## src/rtl/sss_pkg.sv

```systemverilog
package sss_pkg;
  typedef enum logic [1:0] {
    SEL_BASE   = 2'b00,
    SEL_SPREAD = 2'b01,
    SEL_MID    = 2'b10,
    SEL_HIGH   = 2'b11
  } sel_e;
endpackage

```

## src/rtl/sss_mode_latch.sv

```systemverilog
module sss_mode_latch
  import sss_pkg::*;
(
  input  logic       clk,
  input  logic       rst,
  input  logic [1:0] sel,
  output sel_e       mode,
  output logic       captured
);
  always_ff @(posedge clk) begin
    if (rst) begin
      mode     <= SEL_BASE;
      captured <= 1'b0;
    end else if (!captured) begin
      mode     <= sel_e'(sel);
      captured <= 1'b1;
    end
  end

  // the captured selection is frozen until reset
  p_capture_hold_r4: assert property (@(posedge clk) disable iff (rst)
    captured |=> (captured && $stable(mode)));
endmodule

```

## src/rtl/sss_code_map.sv

```systemverilog
module sss_code_map
  import sss_pkg::*;
#(
  parameter int CODE_W   = 12,
  parameter int CODE_100 = 400,
  parameter int CODE_125 = 500,
  parameter int CODE_200 = 800
) (
  input  logic              clk,
  input  logic              rst,
  input  sel_e              mode,
  input  logic              mode_vld,
  output logic [CODE_W-1:0] base_code,
  output logic              spread_on
);
  logic [CODE_W-1:0] code_d;

  always_comb begin
    unique case (mode)
      SEL_MID:  code_d = CODE_W'(CODE_125);
      SEL_HIGH: code_d = CODE_W'(CODE_200);
      default:  code_d = CODE_W'(CODE_100);
    endcase
  end

  always_ff @(posedge clk) begin
    if (rst) begin
      base_code <= CODE_W'(CODE_100);
      spread_on <= 1'b0;
    end else if (mode_vld) begin
      base_code <= code_d;
      spread_on <= (mode == SEL_SPREAD);
    end
  end

  // base code holds once the captured mode has been applied
  p_base_hold_r9: assert property (@(posedge clk) disable iff (rst)
    (mode_vld && $past(mode_vld) && $past(mode_vld, 2)) |-> $stable(base_code));
endmodule

```

## src/rtl/sss_tri_gen.sv

```systemverilog
module sss_tri_gen #(
  parameter int STEPS     = 32,
  parameter int STEP_SIZE = 4,
  parameter int DWELL     = 16,
  parameter int OFS_W     = 10
) (
  input  logic                    clk,
  input  logic                    rst,
  input  logic                    en,
  output logic signed [OFS_W-1:0] offset
);
  localparam int PW     = $clog2(STEPS + 1);
  localparam int CW     = (DWELL > 1) ? $clog2(DWELL) : 1;
  localparam int MAXDEV = STEPS * STEP_SIZE;

  logic [PW-1:0] pos_q, pos_d;
  logic [CW-1:0] cnt_q, cnt_d;
  logic          deepen_q, deepen_d;
  logic          step;

  always_comb begin
    pos_d    = pos_q;
    deepen_d = deepen_q;
    step     = (cnt_q == CW'(DWELL - 1));
    cnt_d    = step ? '0 : cnt_q + 1'b1;
    if (!en) begin
      pos_d    = '0;
      deepen_d = 1'b1;
      cnt_d    = '0;
    end else if (step) begin
      if (deepen_q) begin
        pos_d = pos_q + 1'b1;
        if (pos_d == PW'(STEPS)) deepen_d = 1'b0;
      end else begin
        pos_d = pos_q - 1'b1;
        if (pos_d == '0) deepen_d = 1'b1;
      end
    end
  end

  always_ff @(posedge clk) begin
    if (rst) begin
      pos_q    <= '0;
      cnt_q    <= '0;
      deepen_q <= 1'b1;
      offset   <= '0;
    end else begin
      pos_q    <= pos_d;
      cnt_q    <= cnt_d;
      deepen_q <= deepen_d;
      offset   <= OFS_W'(-(int'(pos_d) * STEP_SIZE));
    end
  end

  // offset stays within [-MAXDEV, 0]
  p_offset_bounds_r6: assert property (@(posedge clk) disable iff (rst)
    (int'(offset) <= 0) && (int'(offset) >= -MAXDEV));

  // any change while running is exactly one step
  p_step_size_r7: assert property (@(posedge clk) disable iff (rst)
    (en && $past(en) && offset != $past(offset)) |->
      ((int'(offset) - int'($past(offset)) == STEP_SIZE) ||
       (int'(offset) - int'($past(offset)) == -STEP_SIZE)));
endmodule

```

## src/rtl/sss_profile_ctrl.sv

```systemverilog
module sss_profile_ctrl
  import sss_pkg::*;
#(
  parameter int CODE_W    = 12,
  parameter int CODE_100  = 400,
  parameter int CODE_125  = 500,
  parameter int CODE_200  = 800,
  parameter int STEPS     = 32,
  parameter int STEP_SIZE = 4,
  parameter int DWELL     = 16,
  parameter int OFS_W     = 10
) (
  input  logic                    clk,
  input  logic                    rst,
  input  logic [1:0]              sel,
  output logic [CODE_W-1:0]       base_code,
  output logic signed [OFS_W-1:0] offset,
  output logic                    spread_on
);
  sel_e mode;
  logic captured;

  sss_mode_latch u_latch (
    .clk      (clk),
    .rst      (rst),
    .sel      (sel),
    .mode     (mode),
    .captured (captured)
  );

  sss_code_map #(
    .CODE_W   (CODE_W),
    .CODE_100 (CODE_100),
    .CODE_125 (CODE_125),
    .CODE_200 (CODE_200)
  ) u_map (
    .clk       (clk),
    .rst       (rst),
    .mode      (mode),
    .mode_vld  (captured),
    .base_code (base_code),
    .spread_on (spread_on)
  );

  sss_tri_gen #(
    .STEPS     (STEPS),
    .STEP_SIZE (STEP_SIZE),
    .DWELL     (DWELL),
    .OFS_W     (OFS_W)
  ) u_tri (
    .clk    (clk),
    .rst    (rst),
    .en     (spread_on),
    .offset (offset)
  );

  // no modulation without spread
  p_zero_when_off_r5: assert property (@(posedge clk) disable iff (rst)
    !spread_on |-> (offset == '0));

  // spread flag is sticky until reset
  p_flag_sticky_r4: assert property (@(posedge clk) disable iff (rst)
    spread_on |=> spread_on);
endmodule

```

## config.mk

```make
export PLATFORM = sky130hd
export DESIGN_NAME = sss_profile_ctrl
export DESIGN_NICKNAME = d
export VERILOG_FILES = /design/src/rtl/sss_pkg.sv /design/src/rtl/sss_mode_latch.sv /design/src/rtl/sss_code_map.sv /design/src/rtl/sss_tri_gen.sv /design/src/rtl/sss_profile_ctrl.sv
export SDC_FILE = /design/constraint.sdc
export NUM_CORES = 1
export LEC_CHECK = 0
export ABC_AREA = 1
export ABC_CLOCK_PERIOD_IN_PS = 3100
export BUFFER_PORTS_ARGS = -buffer_cell sky130_fd_sc_hd__buf_2
export CORE_UTILIZATION = 40
export DETAILED_ROUTE_END_ITERATION = 16
export HOLD_SLACK_MARGIN = 0.12
export PLACE_DENSITY_LB_ADDON = 0.08
export SYNTH_ARGS = -nofsm -noshare
export SYNTH_HDL_FRONTEND = slang
export SYNTH_HIERARCHICAL = 1
export SYNTH_SLANG_ARGS = --single-unit
```

## constraint.sdc

```tcl
create_clock -name clk -period 3.1 [get_ports clk]
set_clock_uncertainty 0.15 [all_clocks]
set_input_delay 0.62 -clock clk [delete_from_list [all_inputs] [get_ports clk]]
set_output_delay 0.62 -clock clk [all_outputs]
set_load 0.03 [all_outputs]
```

==> flow_metrics.py, run 1 <==
metrics = {
    "clock_tree": {
        "cts.repair_timing.setup_buffer_count": 0,
        "worstSkewPairLatency_ps": 330,
        "cts_hold_buffers": 0,
        "cts.reportedPaths.clkPinSlew_ps": 140,
        "largest_buffer_count_on_any_clock_path": 2,
        "htree_num_levels": 1,
        "tritoncts.num_buffers": 3,
        "clkSinkCount": 26,
        "postCtsResizedCells": 0,
        "cts_tree": "yes",
        "clockRootBuffer": "clkbuf_4",
    },
    "drt": {
        "avgRoutedWirePerCell_um": 10.3,
        "antenna_left": 0,
        "drc": 0,
        "routed_via_density": 4.67,
        "detailroute.via_count": 1192,
        "routed_wl_mm": 2.62,
        "detail_route.iter0.violations": 50,
        "drt_first_pass_iters": 4,
    },
    "setup_path": {
        "setup.worst_path.start_class": "register",
        "path_max_fanout": 8,
        "crit_required_ps": 3190,
        "criticalPathCategory": "reg2reg",
        "critical_path_arrival_ps": 2170,
        "cp-end-kind": "register",
    },
    "place": {
        "dp_hpwl_mm": 2.10,
        "placedCellCount": 251,
        "numPortBuffers": 18,
        "globalplace.congestion": 0.813,
    },
    "sta": {
        "final.setup.tns_ps": 0,
        "timing_hold_violations_final": 0,
        "period_minus_slack_ps": 2080,
        "finalSetupViolCount": 0,
        "final-max-slew-violation-count": 0,
        "fmax_mhz": 481,
        "rsz0062_at_grt": "false",
        "post-route-period-util_pct": 67.1,
    },
    "synthesis": {
        "synth_simple_gate_area_share_pct": 33.9,
        "synth_seq_area_share_pct": 36.6,
        "yosysTopAreaCellShare_pct": 36.6,
        "ys_warn_count": 6,
        "synth_area_per_cell_um2": 7.30,
        "synth_compound_area_share_pct": 7.21,
        "post_synth_xor_xnor_area_pct": 1.85,
        "synth_seq_cells": 26,
        "synthTopCellsByArea": "dfxtp_1, nand2_1, nand3_1, nor2_1, inv_1",
        "synth_top_family_by_area": "simple AND/OR/NAND/NOR gates",
        "synthesis.area_um2": 1420,
        "synth.distinct_cells": 25,
        "synth-adder-area-share_pct": 5.28,
        "muxShareOfSynthArea_pct": 0,
        "synth_area_leader_cell": "dfxtp_1",
        "syn_inst": 195,
    },
    "die": {
        "top_level_ports": 27,
        "die_width_um": 61.6,
        "dieArea_um2": 3800,
        "placeableCoreArea_um2": 3360,
        "y_dimension_of_the_die_um": 61.6,
        "cell_row_count": 21,
        "start_util_pct": 42.3,
    },
    "layout": {
        "layout_common_cells": "nand2_1, dfxtp_1, nor2_1",
        "final_cells": 255,
        "antenna_cells": 0,
        "share_of_cells_above_drive_strength_1_pct": 18.2,
        "multi_input_area_um2": 717,
        "areaGrowthSynthToFinish_pct": 8.00,
        "finalNetCount": 220,
        "fillerInstances": 386,
        "most_common_cell_after_layout_fill_and_taps_aside": "nand2_1",
        "sequential_cell_area_um2": 520,
    },
    "global_routing": {
        "first_global_vias": 989,
        "groute.usage.overall_pct": 15.5,
        "overflow": 0,
        "antenna_found_initial": 0,
        "grt_first_pass_wirelength_mm": 4.19,
        "pin_count_of_the_biggest_net_entering_global_routing": 16,
    },
    "worst_hold_path": {
        "holdCritPathClass": "reg2reg",
    },
    "power_and_ir_drop": {
        "static-leakage-power_nw": 0.733,
        "pwr_density_cell_nw_per_um2": 402,
        "max-vdd-ir-drop_uv": 179,
    },
    "run_status": {
        "run_status": "completed",
    },
    "flow_run": {
        "drv_cap": 0,
    },
}
==> state kept, by name (all words and copies together), names as in the netlist <==
| signal | flops |
|---|---|
| u_tri/offset | 8 |
| u_tri/pos_q | 5 |
| u_tri/cnt_q | 4 |
| u_map/base_code | 4 |
| u_tri/deepen_q | 1 |
| u_map/spread_on | 1 |
| u_latch/captured | 1 |
| u_latch/mode | 2 |
==> routing by layer <==
layer	GRT usage [%]	up-vias	wire (um)
li1	-	618	-
met1	18.7	539	1250
met2	25.5	28	1220
met3	3.15	7	80
met4	8.57	0	73
met5	0	-	0
==> power by group <==
| group | total [W] | switching [W] | leakage [nW] | internal (W) |
|---|---|---|---|---|
| clock network | 0.000233 | 0.000102 | 0.0279 | 0.000131 |
| registers | 0.000345 | 0.00000544 | 0.211 | 0.000340 |
| logic | 0.0000405 | 0.0000323 | 0.494 | 0.00000818 |
==> final timing paths <==
| kind | start | end | slack, ps | depth (start not counted) |
|---|---|---|---|---|
| worst max-delay path | u_tri/offset[2] | u_tri/offset[8] | 1020 | 12 |
| worst min-delay path | u_tri/cnt_q[0] | u_tri/cnt_q[0] | 310 | 1 |
| worst max register to register | u_tri/offset[2] | u_tri/offset[8] | 1020 | 12 |
| worst min register to register | u_tri/cnt_q[0] | u_tri/cnt_q[0] | 310 | 1 |
==> area by class of cell <==
cell class | instances | area share (%)
clock buffer | 3 | 1.47
clock inverter | 1 | 1.95
inverter | 25 | 6.43
multi-input combinational | 136 | 46.7
sequential | 26 | 33.9
tap | 46 | 3.75
timing repair buffer | 18 | 5.86
==> worst max-delay path, stage by stage, from the launching register on <==
cell,delay (ps)
dfxtp_1,490
inv_1,150
ha_1,320
inv_1,40
nand2_1,70
nand3_2,80
nand2_2,90
ha_1,180
nand2_1,60
a21oi_1,160
nand2_1,70
nand2_1,90
nand2_1,50
==> cell families after synthesis <==
group	after synthesis
fa+ha+maj	6
flops	26
other cells	3
xor+xnor	3
buf+inv	38
simple gates	100
compound gates	19
==> through the flow <==
stage / total power, W / setup slack, ps / hold WS (ps) / instance area (um^2) / util (%)
2_1_floorplan: 0.000393 / 1220 / 268 / 1440 / -
3_3_place_gp: 0.000392 / 1140 / 283 / 1480 / 44.1
3_5_place_dp: 0.000393 / 1060 / 293 / 1480 / 44.1
4_1_cts: 0.000629 / 1030 / 318 / 1540 / 45.7
5_1_grt: 0.000646 / 798 / 328 / 1540 / 45.7
6_report: 0.000618 / 1020 / 311 / 1540 / 45.7
==> synthesized netlist by cell type <==
master,count
o21ai_1,1
inv_1,23
inv_2,1
a211oi_1,1
nand2_2,6
o31ai_1,1
xnor2_1,2
nand4_1,2
dfxtp_1,26
nor2_1,24
nand3_2,4
nand3_1,21
buf_6,2
nor2_4,2
a21oi_1,12
nand2_1,39
clkinv_4,1
buf_4,11
o21bai_1,1
nand2_4,1
xor2_1,1
ha_1,6
conb_1,3
nand3_4,1
o21ai_0,3
Power figures use the tool's default switching activity.
==> run 2, diff against run 1 <==
ABC_CLOCK_PERIOD_IN_PS = 1900   (was 3100)
clock period = 1.9 ns   (was 3.1 ns; I/O delays follow)
==> run 2 against run 1 <==
Critical path depth is 2 lower. Total power is 63% higher. First-iteration DRC count is 36% lower. Clock-buffer cell count stayed put. Sequential power is 63% higher. Worst hold slack worse by 140 ps. Critical endpoint is now u_tri/offset[6].
==> flow_metrics.py, run 2 (synthesis gave the netlist of run 1 again) <==
metrics = {
    "setup_path": {
        "worst_r2r_startpoint": "u_tri/cnt_q[0]",
        "critical_path_cell_count": 10,
        "timing.rr.end": "u_tri/offset[6]",
        "critical_path_arrival_ps": 1900,
        "timing.critical_path.buf_inv": 0,
        "crit_required_ps": 2030,
        "critical_path.most_common_cell": "nand2_1",
        "r2r.worst_path.cells": 10,
        "path_max_fanout": 4,
        "worstSetupStartpoint": "u_tri/cnt_q[0]",
        "setup.worst_path.start_class": "register",
        "cpLargestDelayFamily": "simple AND/OR/NAND/NOR gates",
        "r2r_slack_ps": 130,
        "critical_path_cell_by_cell": "ha_2, nand3_4, a21oi_1, nand2_4, ha_4, nand2_1, a21oi_2, nand2_1, nand2_1, nor2_1",
        "criticalPathCategory": "reg2reg",
        "longest_individual_stage_delay_on_the_worst_path_ps": 380,
        "critical_path_endpoint": "u_tri/offset[6]",
        "cp-end-kind": "register",
        "crit_slowest_cell": "dfxtp_1",
    },
    "sta": {
        "timing_hold_violations_final": 0,
        "fmax_mhz": 564,
        "final.hold.worst_slack_ps": 174,
        "post-route-period-util_pct": 93.3,
        "finalSetupViolCount": 0,
        "final-max-slew-violation-count": 0,
        "period_minus_slack_ps": 1770,
    },
    "global_routing": {
        "grt_first_pass_wirelength_mm": 4.38,
        "antenna_found_initial": 0,
        "groute.usage.overall_pct": 15.6,
        "pin_count_of_the_biggest_net_entering_global_routing": 16,
        "overflow": 0,
        "first_global_vias": 1040,
    },
    "drt": {
        "detail_route.iter0.violations": 32,
        "drc": 0,
        "detailroute.via_count": 1244,
        "avgRoutedWirePerCell_um": 10.8,
        "wl_met3_um": 99,
        "antenna_left": 0,
        "drt_first_pass_iters": 4,
        "routedLengthMet1_mm": 1.26,
        "routed.top_layer": "met4",
        "routed_via_density": 4.71,
        "met2_length_mm": 1.46,
        "routed_wl_mm": 2.85,
    },
    "clock_tree": {
        "tritoncts.num_buffers": 3,
        "htree_num_levels": 1,
        "clockRootBuffer": "clkbuf_4",
        "cts.reportedPaths.clkPinSlew_ps": 140,
        "worstSkewPairLatency_ps": 320,
        "clkSinkCount": 26,
        "cts_tree": "yes",
        "largest_buffer_count_on_any_clock_path": 2,
    },
    "worst_hold_path": {
        "holdCritPathClass": "in2reg",
    },
    "layout": {
        "share_of_cells_above_drive_strength_1_pct": 23.4,
        "largest_register": "u_tri/offset",
        "finalNetCount": 229,
        "largest_register_ff_count": 8,
        "fillerInstances": 355,
        "stdcell_area_um2": 1650,
        "most_common_cell_after_layout_fill_and_taps_aside": "nand2_1",
        "layout_common_cells": "nand2_1, dfxtp_1, nor2_1",
        "antenna_cells": 0,
        "areaGrowthSynthToFinish_pct": 15.9,
        "largestRegisters": "u_tri/offset (8), u_tri/pos_q (5)",
    },
    "power_and_ir_drop": {
        "power_switching_share_pct": 22.1,
        "power_switching_w": 0.000223,
        "pwr-share-comb_pct": 7.0,
        "intPower_w": 0.000785,
        "post-layout-total-power_w": 0.00101,
        "power.sequential.fraction_pct": 55.9,
        "max-vdd-ir-drop_uv": 336,
        "pwr_density_cell_nw_per_um2": 611,
        "p_clk_share_pct": 37.1,
        "static-leakage-power_nw": 0.774,
    },
    "flow_run": {
        "drv_cap": 0,
    },
    "die": {
        "cell_row_count": 21,
        "die_width_um": 61.6,
        "y_dimension_of_the_die_um": 61.6,
        "top_level_ports": 27,
        "dieArea_um2": 3800,
        "placeableCoreArea_um2": 3360,
        "start_util_pct": 42.3,
    },
    "place": {
        "dp_hpwl_mm": 2.19,
        "post_dp_cell_area_um2": 1540,
        "numPortBuffers": 18,
        "globalplace.congestion": 0.825,
    },
    "run_status": {
        "run_status": "completed",
    },
}
[run 2: final cells by class]
| class | count | area (um^2) | area share (%) |
|---|---|---|---|
| multi-input cells | 136 | 756 | 45.8 |
| flip-flops and latches | 26 | 522 | 31.6 |
| repair buffers | 27 | 163 | 9.86 |
| inverters | 25 | 98.8 | 5.99 |
| well taps | 46 | 57.6 | 3.49 |
| clock inverters | 1 | 30.0 | 1.82 |
| clock buffers | 3 | 22.5 | 1.37 |
[run 2: worst min path at each step]
| stage | from | end | slack [ps] | cells after the start |
|---|---|---|---|---|
| 6_report | rst | u_map/base_code[9] | 170 | 2 |
| 5_1_grt | rst | u_map/base_code[9] | 160 | 2 |
| 4_1_cts | sel[1] | u_latch/mode[1] | 120 | 3 |
| 2_1_floorplan | u_tri/cnt_q[0] | u_tri/cnt_q[0] | 270 | 1 |
| 3_5_place_dp | u_tri/cnt_q[0] | u_tri/cnt_q[0] | 310 | 1 |
| 3_3_place_gp | u_tri/cnt_q[0] | u_tri/cnt_q[0] | 280 | 1 |
[run 2: metrics by stage]
stage	setup WS [ps]	util, %	setup TNS [ps]	cells
after global placement	125	45.7	0	258
after CTS	34.2	47.5	0	263
final	127	49.0	0	264
after global routing	-2.64	49.0	-2.64	264
after floorplan	24.8	-	0	200
after detailed placement	69.8	45.7	0	258
[run 2: what timing repair did]
action	in CTS	in global routing
resized for setup	0	8
hold buffers	1	1
endpoints found under the setup margin	0	3
buffers inserted	0	0
hold endpoints to repair	1	1
[run 2: power groups by stage]
stage / registers (W) / clock network [W] / logic, W
after floorplan: 0.000581 / 0 / 0.0000603
after global placement: 0.000575 / 0 / 0.0000659
after detailed placement: 0.000575 / 0 / 0.0000671
after CTS: 0.000564 / 0.000387 / 0.0000688
after global routing: 0.000565 / 0.000404 / 0.0000784
final: 0.000563 / 0.000374 / 0.0000706
[run 2: metal layers]
layer | up-vias | global-route usage (%)
met4 | 0 | 4.76
met2 | 28 | 28.3
met1 | 574 | 18.9
li1 | 638 | -
met5 | - | 0
met3 | 4 | 2.52
